==> src/rtl/median_pkg.sv <==
package median_pkg;

   // Fixed geometry of the window and of the pruned network.
   localparam int MW_LANES   = 8;
   localparam int MW_STAGES  = 5;
   localparam int MW_MID_LO  = 3;
   localparam int MW_MID_HI  = 4;

   typedef enum logic {
      MW_BUILD_COMB = 1'b0,
      MW_BUILD_PIPE = 1'b1
   } mw_build_e;

   // Lane that lane i meets in stage s; returns i when the lane passes through.
   // The larger value always goes to the higher lane index. The final
   // ordering stage of a full merge sorter is dropped: the averaging adder is
   // symmetric, so the two middle lanes need not be ordered between themselves.
   function automatic int mw_partner(input int s, input int i);
      case (s)
         0:       return i ^ 1;
         1:       return i ^ 2;
         2:       return ((i % 4) == 1) ? i + 1 : ((i % 4) == 2) ? i - 1 : i;
         3:       return i ^ 4;
         default: return (i == 2 || i == 3) ? i + 2 :
                         (i == 4 || i == 5) ? i - 2 : i;
      endcase
   endfunction

endpackage

==> src/rtl/mw_window.sv <==
module mw_window #(
   parameter int DATA_W = 32
) (
   input  logic                                           clk,
   input  logic                                           rst_n,
   input  logic                                           shift_en,
   input  logic [DATA_W-1:0]                              din,
   output logic [median_pkg::MW_LANES-1:0][DATA_W-1:0]    win,
   output logic                                           full,
   output logic                                           last_slot
);
   localparam int LANES  = median_pkg::MW_LANES;
   localparam int FILL_W = $clog2(LANES + 1);

   logic [FILL_W-1:0] fill_q;

   always_ff @(posedge clk) begin
      if (!rst_n) begin
         win <= '0;
      end else if (shift_en) begin
         win <= {win[LANES-2:0], din};
      end
   end

   always_ff @(posedge clk) begin
      if (!rst_n) begin
         fill_q <= '0;
      end else if (shift_en && (fill_q != FILL_W'(LANES))) begin
         fill_q <= fill_q + 1'b1;
      end
   end

   assign full      = (fill_q == FILL_W'(LANES));
   assign last_slot = (fill_q == FILL_W'(LANES - 1));

   // the newest slot takes the sample, the rest move up one place.
   p_shift_r1: assert property (@(posedge clk) disable iff (!rst_n)
      shift_en |=> (win[0] == $past(din)) && (win[1] == $past(win[0])));

   // no strobe, no movement.
   p_hold_r1: assert property (@(posedge clk) disable iff (!rst_n)
      !shift_en |=> $stable(win));

   // the fill count never passes the window depth.
   p_fill_bound_r3: assert property (@(posedge clk) disable iff (!rst_n)
      fill_q <= FILL_W'(LANES));

endmodule

==> src/rtl/mw_cmpx.sv <==
module mw_cmpx #(
   parameter int DATA_W = 32
) (
   input  logic [DATA_W-1:0] a,
   input  logic [DATA_W-1:0] b,
   output logic [DATA_W-1:0] lo,
   output logic [DATA_W-1:0] hi
);
   logic a_ge_b;

   always_comb begin
      a_ge_b = (a >= b);
      lo     = a_ge_b ? b : a;
      hi     = a_ge_b ? a : b;
   end

endmodule

==> src/rtl/mw_sortnet.sv <==
module mw_sortnet #(
   parameter int                    DATA_W = 32,
   parameter median_pkg::mw_build_e BUILD  = median_pkg::MW_BUILD_PIPE
) (
   input  logic                                        clk,
   input  logic [median_pkg::MW_LANES-1:0][DATA_W-1:0] row_in,
   output logic [DATA_W-1:0]                           mid_a,
   output logic [DATA_W-1:0]                           mid_b
);
   localparam int LANES  = median_pkg::MW_LANES;
   localparam int STAGES = median_pkg::MW_STAGES;

   for (genvar s = 0; s < STAGES; s++) begin : g_stage
      logic [LANES-1:0][DATA_W-1:0] st_in;
      logic [LANES-1:0][DATA_W-1:0] st_cx;
      logic [LANES-1:0][DATA_W-1:0] st_out;

      if (s == 0) begin : g_first
         assign st_in = row_in;
      end else begin : g_chain
         assign st_in = g_stage[s-1].st_out;
      end

      for (genvar i = 0; i < LANES; i++) begin : g_lane
         localparam int P = median_pkg::mw_partner(s, i);
         if (P > i) begin : g_cell
            mw_cmpx #(.DATA_W(DATA_W)) u_cx (
               .a  (st_in[i]),
               .b  (st_in[P]),
               .lo (st_cx[i]),
               .hi (st_cx[P])
            );
         end else if (P == i) begin : g_pass
            assign st_cx[i] = st_in[i];
         end
      end

      if (BUILD == median_pkg::MW_BUILD_PIPE) begin : g_reg
         always_ff @(posedge clk) begin
            st_out <= st_cx;
         end
      end else begin : g_wire
         assign st_out = st_cx;
      end
   end

   assign mid_a = g_stage[STAGES-1].st_out[median_pkg::MW_MID_LO];
   assign mid_b = g_stage[STAGES-1].st_out[median_pkg::MW_MID_HI];

endmodule

==> src/rtl/mw_midavg.sv <==
module mw_midavg #(
   parameter int DATA_W = 32
) (
   input  logic [DATA_W-1:0] a,
   input  logic [DATA_W-1:0] b,
   output logic [DATA_W-1:0] avg
);
   localparam int SUM_W = DATA_W + 1;

   logic [SUM_W-1:0] sum;

   // The halving is a wiring choice: the top DATA_W bits of the sum.
   always_comb begin
      sum = {1'b0, a} + {1'b0, b};
      avg = sum[SUM_W-1:1];
   end

endmodule

==> src/rtl/median_window_engine.sv <==
module median_window_engine #(
   parameter int                    DATA_W     = 32,
   parameter median_pkg::mw_build_e BUILD      = median_pkg::MW_BUILD_PIPE,
   parameter int                    SETTLE_CYC = 2
) (
   input  logic              clk,
   input  logic              rst_n,
   input  logic              sample_wr,
   input  logic [DATA_W-1:0] sample_in,
   output logic [DATA_W-1:0] median_out,
   output logic              median_valid,
   output logic              window_full
);
   localparam int LANES  = median_pkg::MW_LANES;
   localparam int STAGES = median_pkg::MW_STAGES;
   localparam bit IS_PIPE = (BUILD == median_pkg::MW_BUILD_PIPE);
   // Edges from the write edge to the edge that loads the output register.
   localparam int LAT    = IS_PIPE ? STAGES + 1 : SETTLE_CYC;
   localparam int GAP_W  = $clog2(SETTLE_CYC + 1);

   if (DATA_W < 1) begin : g_bad_width
      $error("median_window_engine: DATA_W must be at least 1");
   end
   if (!IS_PIPE && (SETTLE_CYC < 2 || SETTLE_CYC > 3)) begin : g_bad_settle
      $error("median_window_engine: SETTLE_CYC must be 2 or 3");
   end

   logic [LANES-1:0][DATA_W-1:0] win;
   logic                         last_slot;
   logic [DATA_W-1:0]            mid_a;
   logic [DATA_W-1:0]            mid_b;
   logic [DATA_W-1:0]            avg;
   logic [LAT-1:0]               tag_q;
   logic [LAT-1:0]               full_tag_q;
   logic                         load_now;

   mw_window #(.DATA_W(DATA_W)) u_window (
      .clk       (clk),
      .rst_n     (rst_n),
      .shift_en  (sample_wr),
      .din       (sample_in),
      .win       (win),
      .full      (window_full),
      .last_slot (last_slot)
   );

   mw_sortnet #(.DATA_W(DATA_W), .BUILD(BUILD)) u_net (
      .clk    (clk),
      .row_in (win),
      .mid_a  (mid_a),
      .mid_b  (mid_b)
   );

   mw_midavg #(.DATA_W(DATA_W)) u_avg (
      .a   (mid_a),
      .b   (mid_b),
      .avg (avg)
   );

   // Tags travel alongside the data: one per write, plus whether that write
   // left the window full.
   always_ff @(posedge clk) begin
      if (!rst_n) begin
         tag_q      <= '0;
         full_tag_q <= '0;
      end else begin
         tag_q      <= {tag_q[LAT-2:0], sample_wr};
         full_tag_q <= {full_tag_q[LAT-2:0],
                        sample_wr && (window_full || last_slot)};
      end
   end

   assign load_now = tag_q[LAT-1];

   always_ff @(posedge clk) begin
      if (!rst_n) begin
         median_out   <= '0;
         median_valid <= 1'b0;
      end else begin
         median_valid <= load_now && full_tag_q[LAT-1];
         if (load_now) begin
            median_out <= avg;
         end
      end
   end

   if (!IS_PIPE) begin : g_spacing
      logic [GAP_W-1:0] gap_q;

      always_ff @(posedge clk) begin
         if (!rst_n) begin
            gap_q <= GAP_W'(SETTLE_CYC);
         end else if (sample_wr) begin
            gap_q <= '0;
         end else if (gap_q != GAP_W'(SETTLE_CYC)) begin
            gap_q <= gap_q + 1'b1;
         end
      end

      // a write may not disturb the window while an earlier one settles.
      p_write_spacing_r6: assert property (@(posedge clk) disable iff (!rst_n)
         sample_wr |-> (gap_q >= GAP_W'(SETTLE_CYC - 1)));

      // with spaced writes the valid flag never lasts two cycles.
      p_valid_pulse_r4: assert property (@(posedge clk) disable iff (!rst_n)
         median_valid |=> !median_valid);
   end

   // a valid result implies the window had filled.
   p_valid_needs_full_r4: assert property (@(posedge clk) disable iff (!rst_n)
      median_valid |-> window_full);

   // once full, the window stays full.
   p_full_sticky_r3: assert property (@(posedge clk) disable iff (!rst_n)
      window_full |=> window_full);

   // the output only moves when a tagged result arrives.
   p_out_hold_r8: assert property (@(posedge clk) disable iff (!rst_n)
      !load_now |=> $stable(median_out));

endmodule

==> config.mk <==
export PLATFORM = sky130hd
export DESIGN_NAME = median_window_engine
export DESIGN_NICKNAME = d
export VERILOG_FILES = /design/src/rtl/median_pkg.sv /design/src/rtl/mw_window.sv /design/src/rtl/mw_cmpx.sv /design/src/rtl/mw_sortnet.sv /design/src/rtl/mw_midavg.sv /design/src/rtl/median_window_engine.sv
export SDC_FILE = /design/constraint.sdc
export NUM_CORES = 2
export LEC_CHECK = 0
export CAP_MARGIN = 30
export CORE_AREA = 5 5 355 357
export CTS_BUF_LIST = sky130_fd_sc_hd__clkbuf_4 sky130_fd_sc_hd__clkbuf_8 sky130_fd_sc_hd__clkbuf_16
export CTS_CLUSTER_SIZE = 24
export DETAILED_ROUTE_END_ITERATION = 8
export DIE_AREA = 0 0 360 362
export DONT_BUFFER_PORTS = 1
export PLACE_DENSITY = 0.61
export REMOVE_ABC_BUFFERS = 1
export SLEW_MARGIN = 5
export SYNTH_ARGS = -nofsm -noshare
export SYNTH_HDL_FRONTEND = slang
export SYNTH_SLANG_ARGS = --single-unit
==> constraint.sdc <==
create_clock -name clk -period 3.45 [get_ports clk]
set_input_delay 0.69 -clock clk [delete_from_list [all_inputs] [get_ports clk]]
set_output_delay 0.69 -clock clk [all_outputs]
set_load 0.02 [all_outputs]
Word-level counts from Yosys, hierarchy flattened --
Cells that the tools add are included.
Word-level totals: register bits after elaboration 1265, latch bits 0, bits in writable memories 0, ROM bits 0, output and inout bits 34, logic and storage cells 94, memories 0
Cells by class: add/sub/neg operators 2, $mul 0, divide/modulo/power cells 0, order comparisons 16, equality and inequality tests 3, shift operators 0, muxes and demuxes 26, bitwise gates (word level) 0, reduce and logical (&&, ||, !) cells 4
Operator list (count):
- 32-bit 2-to-1 mux | 26
- 32-bit greater-or-equal comparator | 16
- 32-bit by 32-bit adder with 33-bit output | 1
- 4-bit by 1-bit adder with 4-bit output, second input constant | 1
- 4-bit by 3-bit == test with 1-bit output, second input constant | 1
- 4-bit == test, second input constant | 1
- 4-bit != test, second input constant | 1
- 1-bit logical AND | 3
- 1-bit logical OR | 1

Logic depth before layout (Yosys ltp) --
word-level depth 3, depth in mapped cells 13, gate-level depth less buffers 11

Hierarchy --
A second synthesis with hierarchy kept.
Second synthesis, totals: cells, all modules 5112, area total of the unflattened synthesis 58180.8 um^2
Modules (own cells, without submodules):
- mw_cmpx | instances 16, cells each 183, area each 1615.3 um^2, seq. area each 0.0 um^2
- mw_sortnet | instances 1, cells each 960, area each 19218.4 um^2, seq. area each 19218.4 um^2
- mw_window | instances 1, cells each 851, area each 9789.4 um^2, seq. area each 5205.0 um^2
- mw_midavg | instances 1, cells each 243, area each 1736.7 um^2, seq. area each 0.0 um^2
- median_window_engine | instances 1, cells each 130, area each 1591.5 um^2, seq. area each 900.9 um^2

Least setup slack after synthesis --
No wires, ideal clock.
kind register to register, start register u_window.win[128] (netlist name), end register u_net.g_stage[0].st_out[130] (netlist name), arrival time 2732 ps, required time 3329 ps, path slack 597 ps, stages on the path, launching flop included 14, path buffers 2, period minus slack after synthesis 2853 ps, cell sequence dfxtp_1 -> inv_1 -> ha_1 -> nand2b_1 -> a21o_1 -> a21o_1 -> a21oi_1 -> o21ai_1 -> a221o_1 -> a2111oi_2 -> o21a_2 -> buf_12 -> buf_12 -> mux2_4
Between the ends: cells in the longest elaborated chain, start to end 2
RTL lines:
- start, declared | RTL line mw_window.sv:8 | output logic [median_pkg::MW_LANES-1:0][DATA_W-1:0] win,
- start signal, assigned | RTL line mw_window.sv:21 | win <= {win[LANES-2:0], din};
- 32-bit greater-or-equal comparator | RTL line mw_cmpx.sv:12 | a_ge_b = (a >= b);
- 32-bit 2-to-1 mux | RTL line mw_cmpx.sv:13 | lo = a_ge_b ? b : a;
- via u_net.g_stage[0].g_lane[4].g_cell.u_cx.lo[2] | RTL line mw_cmpx.sv:6 | output logic [DATA_W-1:0] lo,
- end signal, assigned | RTL line mw_sortnet.sv:40 | st_out <= st_cx;
- end, declared | RTL line mw_sortnet.sv:16 | logic [LANES-1:0][DATA_W-1:0] st_out;
The timed path passes the listed nets, and every way through them passes these cells. A chain may end at the register's enable or synchronous reset.

Final worst setup path --
start register u_window.win[128] (netlist name), end register u_net.g_stage[0].st_out[191] (netlist name)
Between the ends: cells in the longest elaborated chain, start to end 2
RTL lines:
- 32-bit greater-or-equal comparator | RTL line mw_cmpx.sv:12
- 32-bit 2-to-1 mux | RTL line mw_cmpx.sv:14 | hi = a_ge_b ? a : b;
- via u_net.g_stage[0].g_lane[4].g_cell.u_cx.hi[31] | RTL line mw_cmpx.sv:7 | output logic [DATA_W-1:0] hi
The timed path passes the listed nets, and every way through them passes these cells.

==> flow_metrics.py <==
metrics = {
    "clock_tree": {
        "cts_hold_buf": 0,
        "cts_buffers": 137,
        "cts-root-buf": "clkbuf_16",
        "cts_max_path_buffers": 3,
        "tritoncts": "yes",
        "clk_latency_ps": 770,
        "cts.clk_slew.worst_paths_ps": 60,
        "clkSinkCount": 1265,
        "htree_levels": 4,
    },
    "timing": {
        "min_period_ps": 3280,
        "fin_crit_sh_pct": 94.9,
        "rsz0062_at_grt": "false",
        "slew_viol_final": 0,
        "fmax_mhz": 305,
        "worstMarginPinSlew_ps": 1320,
        "final.setup.tns_ps": 0,
        "fin_skew_ps": 36.5,
        "slew_headroom_pct": 12.1,
        "hold_viol_final": 0,
        "setup_viol": 0,
    },
    "logic_synthesis": {
        "synth_common_cells": "dfxtp_1, ha_1, mux2_1",
        "ys_ff_latch": 1265,
        "synth_top_cell_by_area": "dfxtp_1",
        "synth.area.top_cells": "dfxtp_1, ha_1, mux2_1",
        "synth_edf_count": 0,
        "ys.flop_type": "dfxtp_1",
        "synth_top_area_share_pct": 46.3,
        "yosys_warnings": 0,
        "ys_seq_area_share_pct": 46.3,
        "syn_inst": 4790,
        "syn_area_sq_um": 54700,
        "syn_area_per_cell_sq_um": 11.4,
        "yosysMostFrequentCell": "dfxtp_1",
        "synth-async-reset-ratio_pct": 0,
        "synth.distinct_cells": 60,
    },
    "cells_and_area": {
        "drive_above_1_share_pct": 13.2,
        "finalNonFillerCells": 6617,
        "syn_to_final_growth_pct": 12.9,
        "utilization_pct": 50.4,
        "nNetsFinal": 5460,
    },
    "grt": {
        "grt_pass1_vias": 33000,
        "grt_overflow": 0,
        "track_usage_pct": 19.6,
        "antenna_found_initial": 13,
        "grt_start_max_net_pins": 296,
        "grt_pass1_wl_mm": 199,
    },
    "floorplanning": {
        "die_x_um": 360,
        "core.rowCount": 129,
        "start_util_pct": 44.6,
        "core_area_sq_um": 123000,
        "ioPinCount": 69,
        "fp.dieH_um": 362,
        "dieArea_sq_um": 130000,
    },
    "place": {
        "dp_hpwl_mm": 98.6,
        "post-place-cells": 6375,
        "numPortBuffers": 0,
        "place_congestion": 0.862,
    },
    "critical_path": {
        "cp.required_ps": 4080,
        "cp.arrival_ps": 3900,
        "cp-end-kind": "flip-flop",
        "startpoint_type": "flip-flop",
        "path_class": "reg2reg",
        "worstPathMaxFanout": 26,
    },
    "run": {
        "cap_violations": 0,
    },
    "detailed_routing": {
        "drtIter0Drc": 1792,
        "wl_per_cell_um": 19.6,
        "firstDrtPassIters": 5,
        "drc_errors": 0,
        "antenna_left": 0,
        "vias": 33400,
        "via_per_inst": 5.05,
        "wl_mm": 129,
    },
    "run_status": {
        "status": "complete, no violations",
    },
    "power": {
        "vdd_drop_max_v": 0.00115,
        "leakage_nw": 27.5,
        "powerDensity_nw_per_um2": 729,
        "fin_total_pwr_mw": 45.1,
    },
    "min_path": {
        "hp-class": "in2reg",
    },
}
## report_power, final
part	internal, mW	switching, mW
Combinational	6.31	7.28
Sequential	15.9	0.875
Clock	8.74	5.94
## cell type report
| cell class | instances | area [sq um] |
|---|---|---|
| inverters | 531 | 1990 |
| clock buffers | 195 | 4050 |
| diodes | 5 | 12.5 |
| well taps | 1637 | 2050 |
| clock inverters | 40 | 528 |
| flip-flops and latches | 1265 | 25300 |
| fillers | 10900 | 60900 |
| multi-input cells | 2840 | 26700 |
| repair buffers | 104 | 1110 |
## critical path, cell delays in order, from the launching register on
cell	delay (ps)
dfxtp_1	400
inv_1	60
ha_1	280
nand2b_1	140
a21o_1	170
a21o_1	170
a21oi_1	170
o21ai_1	140
a221o_1	400
a2111oi_2	400
o21a_4	230
buf_12	220
mux2_1	350
## timing repair
| action | 4_1_cts | 5_1_grt |
|---|---|---|
| resized for setup | 0 | 2 |
| setup endpoints to repair | 64 | 64 |
| setup buffers | 2 | 0 |
| pin swaps | 1 | 2 |
## state kept, by name, indices dropped and copies added, names as in the netlist
signal,cells
tag_q,6
u_window.win,256
u_window.fill_q,4
full_tag_q,6
u_net.mid_a,32
u_net.mid_b,32
median_out,32
median_valid,1
u_net.g_stage.st_out,896
## worst paths after layout
check / start / end / slack, ps / cells past startpoint
setup reg to reg: u_window.win[128] / u_net.g_stage[0].st_out[191] / 170 / 12
hold reg to reg: u_net.g_stage[1].st_out[128] / u_net.g_stage[2].st_out[128] / 320 / 0
setup / recovery: u_window.win[128] / u_net.g_stage[0].st_out[191] / 170 / 12
hold / removal: sample_in[7] / u_window.win[7] / 90 / 2
## routing by layer
metal  share of wire (%)  vias up  routed length [um]  global-route usage (%)
li1                    -    16800                   -                       -
met1                  54    16000               69300                    30.4
met2                  40      484               52100                    28.3
met3                 4.4      152                5640                    3.35
met4                 1.8        0                2360                    4.53
met5                   0        -                   0                       0
## placed cells by master (no fill, tap or decap), drive strengths merged, types with 13 or more instances in the layout
cell and instances:
dfxtp 1265, mux2 832, ha 545, inv 539
nor2b 285, mux2i 273, clkbuf 195, a21o 185
a21oi 149, buf 104, o21ai 92, nand4 78
nor2 67, nand2 39, a211oi 26, o21a 26
nand2b 24, nand3 23, clkinv 22, xnor2 20
nor3 19, and2 18, nor4 13
## stage by stage
stage          hold slack [ps]  setup WS [ps]  area, sq um
2_1_floorplan              310          -1610        53900
3_3_place_gp               311           -327        57100
3_5_place_dp               312           -309        57200
4_1_cts                   40.9           7.50        61800
5_1_grt                   69.2          0.444        61800
6_report                  92.9            174        61800
## kinds of logic after synthesis
logic type	after synthesis	synth area share, %
flip-flops	1265	46.3
multiplexers	1105	22.5
buffers and inverters	685	5.09
AND/OR/NAND/NOR	604	6.40
AO/OA/AOI/OAI	556	6.70
adder cells (fa/ha/maj)	546	12.5
XOR/XNOR	29	0.464
Note: power is estimated with default switching activity, not from simulation.
